File: src/rtl/lnk_seq_pkg.sv
package lnk_seq_pkg;

  typedef enum logic [1:0] {
    ST_CGS  = 2'd0,
    ST_HOLD = 2'd1,
    ST_ILAS = 2'd2,
    ST_DATA = 2'd3
  } lnk_state_e;

  localparam logic [7:0] CH_COMMA    = 8'hBC;
  localparam logic [7:0] CH_MF_START = 8'h1C;
  localparam logic [7:0] CH_CFG_MARK = 8'h9C;
  localparam logic [7:0] CH_MF_END   = 8'h7C;

  localparam int OCTS_PER_WORD = 4;
  localparam int CFG_OCTETS    = 14;
  localparam int ILAS_MFRAMES  = 4;

endpackage

File: src/rtl/lnk_rst_sync.sv
module lnk_rst_sync (
  input  logic clk,
  input  logic rst_n,
  output logic rst_n_sync
);
  logic [1:0] stage_q;

  always_ff @(posedge clk or negedge rst_n) begin
    if (!rst_n) stage_q <= 2'b00;
    else        stage_q <= {stage_q[0], 1'b1};
  end

  assign rst_n_sync = stage_q[1];
endmodule

File: src/rtl/lnk_seq_ctrl.sv
module lnk_seq_ctrl
  import lnk_seq_pkg::*;
#(
  parameter int OCTETS_PER_FRAME = 4,
  parameter int FRAMES_PER_MF    = 32,
  localparam int WORDS_PER_MF    = OCTETS_PER_FRAME * FRAMES_PER_MF / OCTS_PER_WORD,
  localparam int ILAS_WORDS      = ILAS_MFRAMES * WORDS_PER_MF,
  localparam int WC_W            = $clog2(ILAS_WORDS)
) (
  input  logic             clk,
  input  logic             rst_n,
  input  logic             sync_req_n,
  input  logic             mf_tick,
  output lnk_state_e       st_d,
  output logic [WC_W-1:0]  wcnt_d,
  output logic             err_d
);
  localparam int MIN_K_WORDS = (OCTETS_PER_FRAME + 9 + OCTS_PER_WORD - 1) / OCTS_PER_WORD;
  localparam int KC_W        = $clog2(MIN_K_WORDS + 1);
  localparam logic [KC_W-1:0] K_MIN_V   = KC_W'(MIN_K_WORDS);
  localparam logic [KC_W-1:0] K_ONE_V   = KC_W'(1);
  localparam logic [WC_W-1:0] ILAS_LAST = WC_W'(ILAS_WORDS - 1);

  lnk_state_e       st_q;
  logic [WC_W-1:0]  wcnt_q;
  logic [KC_W-1:0]  kcnt_q, kcnt_d;
  logic             wcnt_en, kcnt_en;

  // next-state decode
  always_comb begin
    st_d   = st_q;
    wcnt_d = wcnt_q;
    kcnt_d = kcnt_q;
    err_d  = 1'b0;
    if (!sync_req_n) begin
      st_d   = ST_CGS;
      wcnt_d = '0;
      kcnt_d = '0;
      err_d  = (st_q == ST_ILAS) || (st_q == ST_DATA);
    end else begin
      unique case (st_q)
        ST_CGS: begin
          st_d   = ST_HOLD;
          kcnt_d = K_ONE_V;
        end
        ST_HOLD: begin
          if (mf_tick && (kcnt_q >= K_MIN_V)) begin
            st_d   = ST_ILAS;
            wcnt_d = '0;
          end else if (kcnt_q < K_MIN_V) begin
            kcnt_d = kcnt_q + K_ONE_V;
          end
        end
        ST_ILAS: begin
          if (wcnt_q == ILAS_LAST) st_d = ST_DATA;
          else                     wcnt_d = wcnt_q + WC_W'(1);
        end
        default: ;
      endcase
    end
  end

  assign wcnt_en = (wcnt_d != wcnt_q);
  assign kcnt_en = (kcnt_d != kcnt_q);

  // state registers
  always_ff @(posedge clk or negedge rst_n) begin
    if (!rst_n) begin
      st_q   <= ST_CGS;
      wcnt_q <= '0;
      kcnt_q <= '0;
    end else begin
      st_q <= st_d;
      if (wcnt_en) wcnt_q <= wcnt_d;
      if (kcnt_en) kcnt_q <= kcnt_d;
    end
  end
endmodule

File: src/rtl/ilas_word_gen.sv
module ilas_word_gen
  import lnk_seq_pkg::*;
#(
  parameter int OCTETS_PER_FRAME = 4,
  parameter int FRAMES_PER_MF    = 32,
  localparam int MF_OCTETS       = OCTETS_PER_FRAME * FRAMES_PER_MF,
  localparam int WORDS_PER_MF    = MF_OCTETS / OCTS_PER_WORD,
  localparam int ILAS_WORDS      = ILAS_MFRAMES * WORDS_PER_MF,
  localparam int WC_W            = $clog2(ILAS_WORDS),
  localparam int WPOS_W          = $clog2(WORDS_PER_MF),
  localparam int OCT_W           = WPOS_W + 2
) (
  input  logic [WC_W-1:0]              wcnt,
  input  logic [8*CFG_OCTETS-1:0]      cfg_octets,
  output logic [8*OCTS_PER_WORD-1:0]   word,
  output logic [OCTS_PER_WORD-1:0]     ctrl
);
  localparam logic [OCT_W-1:0] OCT_LAST    = OCT_W'(MF_OCTETS - 1);
  localparam logic [OCT_W-1:0] OCT_CFG_LO  = OCT_W'(2);
  localparam logic [OCT_W-1:0] OCT_CFG_END = OCT_W'(2 + CFG_OCTETS);

  logic [1:0]        mf_idx;
  logic [WPOS_W-1:0] wpos;
  logic [7:0]        cfg_arr [16];

  assign mf_idx = wcnt[WC_W-1 -: 2];
  assign wpos   = wcnt[WPOS_W-1:0];

  for (genvar c = 0; c < 16; c++) begin : g_cfg
    if (c < CFG_OCTETS) begin : g_real
      assign cfg_arr[c] = cfg_octets[8*c +: 8];
    end else begin : g_pad
      assign cfg_arr[c] = 8'h00;
    end
  end

  for (genvar j = 0; j < OCTS_PER_WORD; j++) begin : g_oct
    logic [OCT_W-1:0] oct;
    logic [3:0]       cidx;
    logic [7:0]       val;
    logic             is_k;

    assign oct  = {wpos, 2'(j)};
    assign cidx = 4'(oct - OCT_CFG_LO);

    always_comb begin
      val  = 8'(oct);
      is_k = 1'b0;
      if (oct == '0) begin
        val  = CH_MF_START;
        is_k = 1'b1;
      end else if (oct == OCT_LAST) begin
        val  = CH_MF_END;
        is_k = 1'b1;
      end else if (mf_idx == 2'd1) begin
        if (oct == OCT_W'(1)) begin
          val  = CH_CFG_MARK;
          is_k = 1'b1;
        end else if ((oct >= OCT_CFG_LO) && (oct < OCT_CFG_END)) begin
          val  = cfg_arr[cidx];
        end
      end
    end

    assign word[8*j +: 8] = val;
    assign ctrl[j]        = is_k;
  end
endmodule

File: src/rtl/lane_link_sequencer.sv
module lane_link_sequencer
  import lnk_seq_pkg::*;
#(
  parameter int OCTETS_PER_FRAME = 4,
  parameter int FRAMES_PER_MF    = 32,
  localparam int WORDS_PER_MF    = OCTETS_PER_FRAME * FRAMES_PER_MF / OCTS_PER_WORD,
  localparam int WC_W            = $clog2(ILAS_MFRAMES * WORDS_PER_MF)
) (
  input  logic         clk,
  input  logic         rst_n,
  input  logic         sync_req_n,
  input  logic         mf_tick,
  input  logic [111:0] cfg_octets,
  input  logic [31:0]  user_word,
  output logic [31:0]  lane_word,
  output logic [3:0]   lane_ctrl,
  output logic         link_err
);
  logic             rst_n_i;
  lnk_state_e       st_d;
  logic [WC_W-1:0]  wcnt_d;
  logic             err_d;
  logic [31:0]      ilas_word, word_d, word_q;
  logic [3:0]       ilas_ctrl, ctrl_d, ctrl_q;
  logic             err_q;

  lnk_rst_sync u_rst (
    .clk        (clk),
    .rst_n      (rst_n),
    .rst_n_sync (rst_n_i)
  );

  lnk_seq_ctrl #(
    .OCTETS_PER_FRAME (OCTETS_PER_FRAME),
    .FRAMES_PER_MF    (FRAMES_PER_MF)
  ) u_ctrl (
    .clk        (clk),
    .rst_n      (rst_n_i),
    .sync_req_n (sync_req_n),
    .mf_tick    (mf_tick),
    .st_d       (st_d),
    .wcnt_d     (wcnt_d),
    .err_d      (err_d)
  );

  ilas_word_gen #(
    .OCTETS_PER_FRAME (OCTETS_PER_FRAME),
    .FRAMES_PER_MF    (FRAMES_PER_MF)
  ) u_gen (
    .wcnt       (wcnt_d),
    .cfg_octets (cfg_octets),
    .word       (ilas_word),
    .ctrl       (ilas_ctrl)
  );

  // output select from the next state
  always_comb begin
    unique case (st_d)
      ST_ILAS: begin
        word_d = ilas_word;
        ctrl_d = ilas_ctrl;
      end
      ST_DATA: begin
        word_d = user_word;
        ctrl_d = 4'h0;
      end
      default: begin
        word_d = {4{CH_COMMA}};
        ctrl_d = 4'hF;
      end
    endcase
  end

  always_ff @(posedge clk or negedge rst_n_i) begin
    if (!rst_n_i) begin
      word_q <= {4{CH_COMMA}};
      ctrl_q <= 4'hF;
      err_q  <= 1'b0;
    end else begin
      word_q <= word_d;
      ctrl_q <= ctrl_d;
      err_q  <= err_d;
    end
  end

  assign lane_word = word_q;
  assign lane_ctrl = ctrl_q;
  assign link_err  = err_q;
endmodule

File: config.mk
export PLATFORM = sky130hd
export DESIGN_NAME = lane_link_sequencer
export DESIGN_NICKNAME = d
export VERILOG_FILES = /design/src/rtl/lnk_seq_pkg.sv /design/src/rtl/lnk_rst_sync.sv /design/src/rtl/lnk_seq_ctrl.sv /design/src/rtl/ilas_word_gen.sv /design/src/rtl/lane_link_sequencer.sv
export SDC_FILE = /design/constraint.sdc
export NUM_CORES = 1
export LEC_CHECK = 0
export CORE_UTILIZATION = 45
export CTS_BUF_LIST = sky130_fd_sc_hd__clkbuf_2 sky130_fd_sc_hd__clkbuf_4 sky130_fd_sc_hd__clkbuf_8
export DETAILED_ROUTE_END_ITERATION = 10
export GPL_ROUTABILITY_DRIVEN = 0
export HOLD_SLACK_MARGIN = 0.12
export PLACE_DENSITY = 0.89
export SYNTH_ARGS = -nofsm -noshare
export SYNTH_HDL_FRONTEND = slang
export SYNTH_HIERARCHICAL = 1
export SYNTH_SLANG_ARGS = --single-unit
File: constraint.sdc
create_clock -name clk -period 4.8 [get_ports clk]
set_clock_uncertainty 0.2 [all_clocks]
set_input_delay 0.96 -clock clk [delete_from_list [all_inputs] [get_ports clk]]
set_output_delay 0.96 -clock clk [all_outputs]
set_load 0.01 [all_outputs]
==> qor.yml <==
synthesis:
  synth_flop_cell: "dfrtp_1"
  postSynthCellCount: 339
  synth_top_area_cell: "dfrtp_1"
  ys_warn_count: 6
  yosysSeqAreaShare_pct: 36.15
  synth_top_cell_area_share_pct: 18.70
  yosys-top-cells-area: "dfrtp_1 (19%), dfstp_2 (17%), mux2i_1 (11%)"
  yosysUniqueCellTypes: 65
  post_synth.cell_area_avg_sq_um: 10.66
  async_reset_ff_share_pct: 100.0
  synthesis.nets: 495
  synthesis.area_sq_um: 3613
  synth.ff_latch_count: 51
  synth_edf_count: 0
floorplanning:
  core_area_sq_um: 7727
  start_util_pct: 46.76
  ioPinCount: 185
  dieArea_sq_um: 8392
  die_y_microns: 91.61
  die_x_microns: 91.61
  fp-row-count: 32
setup_path:
  cp_data_arrival_time_ps: 4050
  path_class: "in -> reg"
  critPathLaunch: "sync_req_n"
  r2r-start: "u_ctrl/st_q[0]"
  crit_end: "lane_word[15]"
  timing.critical_path.mode_cell: "clkinv_1"
  worstPathMaxFanout: 18
  ff2ff_setup_slack_ps: 1040
  endpoint_kind: "register"
  critPathSlowestCell: "clkdlybuf4s50_1"
  r2r-end: "lane_word[15]"
  max_stage_delay_ps: 680
  required_ps: 4810
  worstRegToRegCells: 13
  cp_cell_sequence: "clkdlybuf4s50_1, clkinv_1, a211oi_4, clkinv_1, ha_1, buf_4, mux2_2, a221oi_1, nor2_1, mux2i_1, nand2_1"
  cp-start-kind: "input pin"
power:
  p_switching_uw: 248.7
  pwr-share-clk_pct: 28.3
  finalPower_uw: 949.1
  ir_drop_mv: 0.1240
  pwr_density_cell_nw_per_um2: 169.6
  cellLeakagePower_uw: 0.002171
  power_frac_comb_pct: 24.7
  swShare_pct: 26.20
  intPower_uw: 700.4
  seqPwrFrac_pct: 47.0
clock_network:
  ctsRootBufferMaster: "clkbuf_8"
  cts_hold_buf: 0
  clock_sinks: 51
  clockBufferDepth: 2
  clock_latency_ps: 310
  htree_levels: 2
  post_cts_buffers: 0
  cts_tree: "done"
  cts_buffers: 5
  cts_resized: 0
  clkTransAtPathRegs_ps: 100
sta:
  rsz0062_at_grt: "false"
  holdWs_ps: 167.5
  layout_min_cycle_time_ps: 4046
  max_slew_margin_pct: 25.04
  max_freq_ghz: 0.2472
  hold_violations: 0
  setup_violations: 0
  layout_setup_ws_ps: 754.4
  fin_setup_tns_ps: 0
  period_share_pct: 84.28
  tightest_slew_ps: 1124
  drv_slew: 0
routing:
  vias_per_cell: 5.629
  drtIter0Drc: 240
  wl_per_cell_microns: 19.25
  vias: 3456
  drc: 0
  dr.pass1.iters: 5
  drtAntennaViolNets: 0
  wl_microns: 11820
cells_and_area:
  final_nets: 667
  fin_cells: 614
  n_fill_cell: 538
  multi_input_area_sq_um: 2118
  register_area_sq_um: 1308
  drive_above_1_share_pct: 16.60
  num_antenna_cells: 0
  syn_to_final_growth_pct: 54.92
global_routing:
  grt-ovfl-total: 0
  antenna_found_initial: 0
  grt_pass1_wl_microns: 18380
  grtUsageTotal_pct: 28.63
  first_global_vias: 3644
  grt_start_max_net_pins: 50
placement:
  place_ws_ps: 506.6
  port_buffers: 184
  dp.cells: 606
  dp_hpwl_microns: 9292
run_status:
  outcome: "completed"
hold_path:
  hp-class: "reg -> reg"
run:
  drv_cap: 0
[how the worst min path moves through the flow]
stage	slack, ps	end	startpoint	depth (start not counted)
4_1_cts	170	u_rst/stage_q[1]	u_rst/stage_q[0]	0
3_5_place_dp	140	u_rst/stage_q[1]	u_rst/stage_q[0]	0
5_1_grt	190	u_rst/stage_q[1]	u_rst/stage_q[0]	0
6_report	170	u_rst/stage_q[1]	u_rst/stage_q[0]	0
3_3_place_gp	140	u_rst/stage_q[1]	u_rst/stage_q[0]	0
2_1_floorplan	130	u_rst/stage_q[1]	u_rst/stage_q[0]	0
[logic make-up after synthesis]
group           synth area share [%]
flops                          36.15
mux                            23.89
xor+xnor                      0.2424
buf+inv                        6.510
compound gates                 16.24
fa+ha+maj                      2.770
other cells                   0.2078
simple gates                   13.99
[worst max-delay path: cells and delay by family]
family          cells  cell delay [ps]
buf+inv             4             1460
mux                 2              500
compound gates      2              610
simple gates        2              150
fa+ha+maj           1              360
[final cells by class]
type	instances	area share, %
Multi-Input combinational cell	249	37.84
Timing Repair Buffer	192	33.97
Sequential cell	51	23.36
Tap cell	102	2.280
Clock buffer	5	1.229
Inverter	12	0.8046
Clock inverter	3	0.5141
[per-layer routing]
layer	global-route usage (%)	vias to the layer above	part of all wire, %
met4	10.19	0	3.4
met1	35.33	1637	38
met3	6.385	30	8.7
met2	49.12	203	50
met5	0	-	0
li1	-	1586	-
[cells in the final DEF (no fill, tap or decap), types with 2 or more instances in the layout]
master	n
nor2_1	15
dfrtp_1	26
o21a_1	2
nand2b_1	5
nand4_1	2
and3_1	4
o311a_1	2
a211oi_1	3
inv_1	10
a221oi_1	2
nor2b_1	15
o21ai_0	12
ha_1	8
a21oi_1	10
clkinv_1	2
a31oi_1	8
o21ai_1	2
a21o_1	7
conb_1	2
buf_4	8
clkinv_4	2
clkbuf_8	5
o211ai_1	2
mux2i_1	39
mux2_2	14
dfstp_2	24
nand2_1	29
o21bai_1	3
nand3_1	4
and2_1	2
mux4_2	14
o22a_1	2
clkdlybuf4s50_1	184
o311ai_1	2
a22oi_1	8
[through the flow]
| step | utilization [%] | instance area, sq um |
|---|---|---|
| 2_1_floorplan | - | 3613 |
| 3_3_place_gp | 71.18 | 5500 |
| 3_5_place_dp | 71.18 | 5500 |
| 4_1_cts | 72.44 | 5598 |
| 5_1_grt | 72.44 | 5598 |
| 6_report | 72.44 | 5598 |
[power groups by stage]
| stage | logic (uW) | clock network (uW) | registers [uW] |
|---|---|---|---|
| 2_1_floorplan | 101 | 0 | 451 |
| 3_3_place_gp | 227 | 0 | 453 |
| 3_5_place_dp | 232 | 0 | 454 |
| 4_1_cts | 234 | 272 | 447 |
| 5_1_grt | 248 | 287 | 448 |
| 6_report | 234 | 269 | 446 |
[synth_stat cells, types with 3 or more instances]
cell       n
mux2i_1   39
nand2_1   29
dfrtp_1   27
dfstp_2   24
nor2_1    15
nor2b_1   15
mux2_2    14
mux4_2    14
o21ai_0   12
a21oi_1   10
inv_1     10
a31oi_1    9
a22oi_1    8
ha_1       8
a21o_1     7
buf_2      7
clkbuf_1   7
buf_6      6
buf_4      5
nand2b_1   5
a211oi_1   4
and3_1     4
nand3_1    4
o21bai_1   3
[flip-flops by register name, summed over array words and instances (netlist names)]
register / flops
u_ctrl/wcnt_q: 7
u_ctrl/kcnt_q: 3
link_err: 1
u_rst/stage_q: 2
lane_word: 32
u_ctrl/st_q: 2
lane_ctrl: 4
Power figures use the tool's default switching activity.
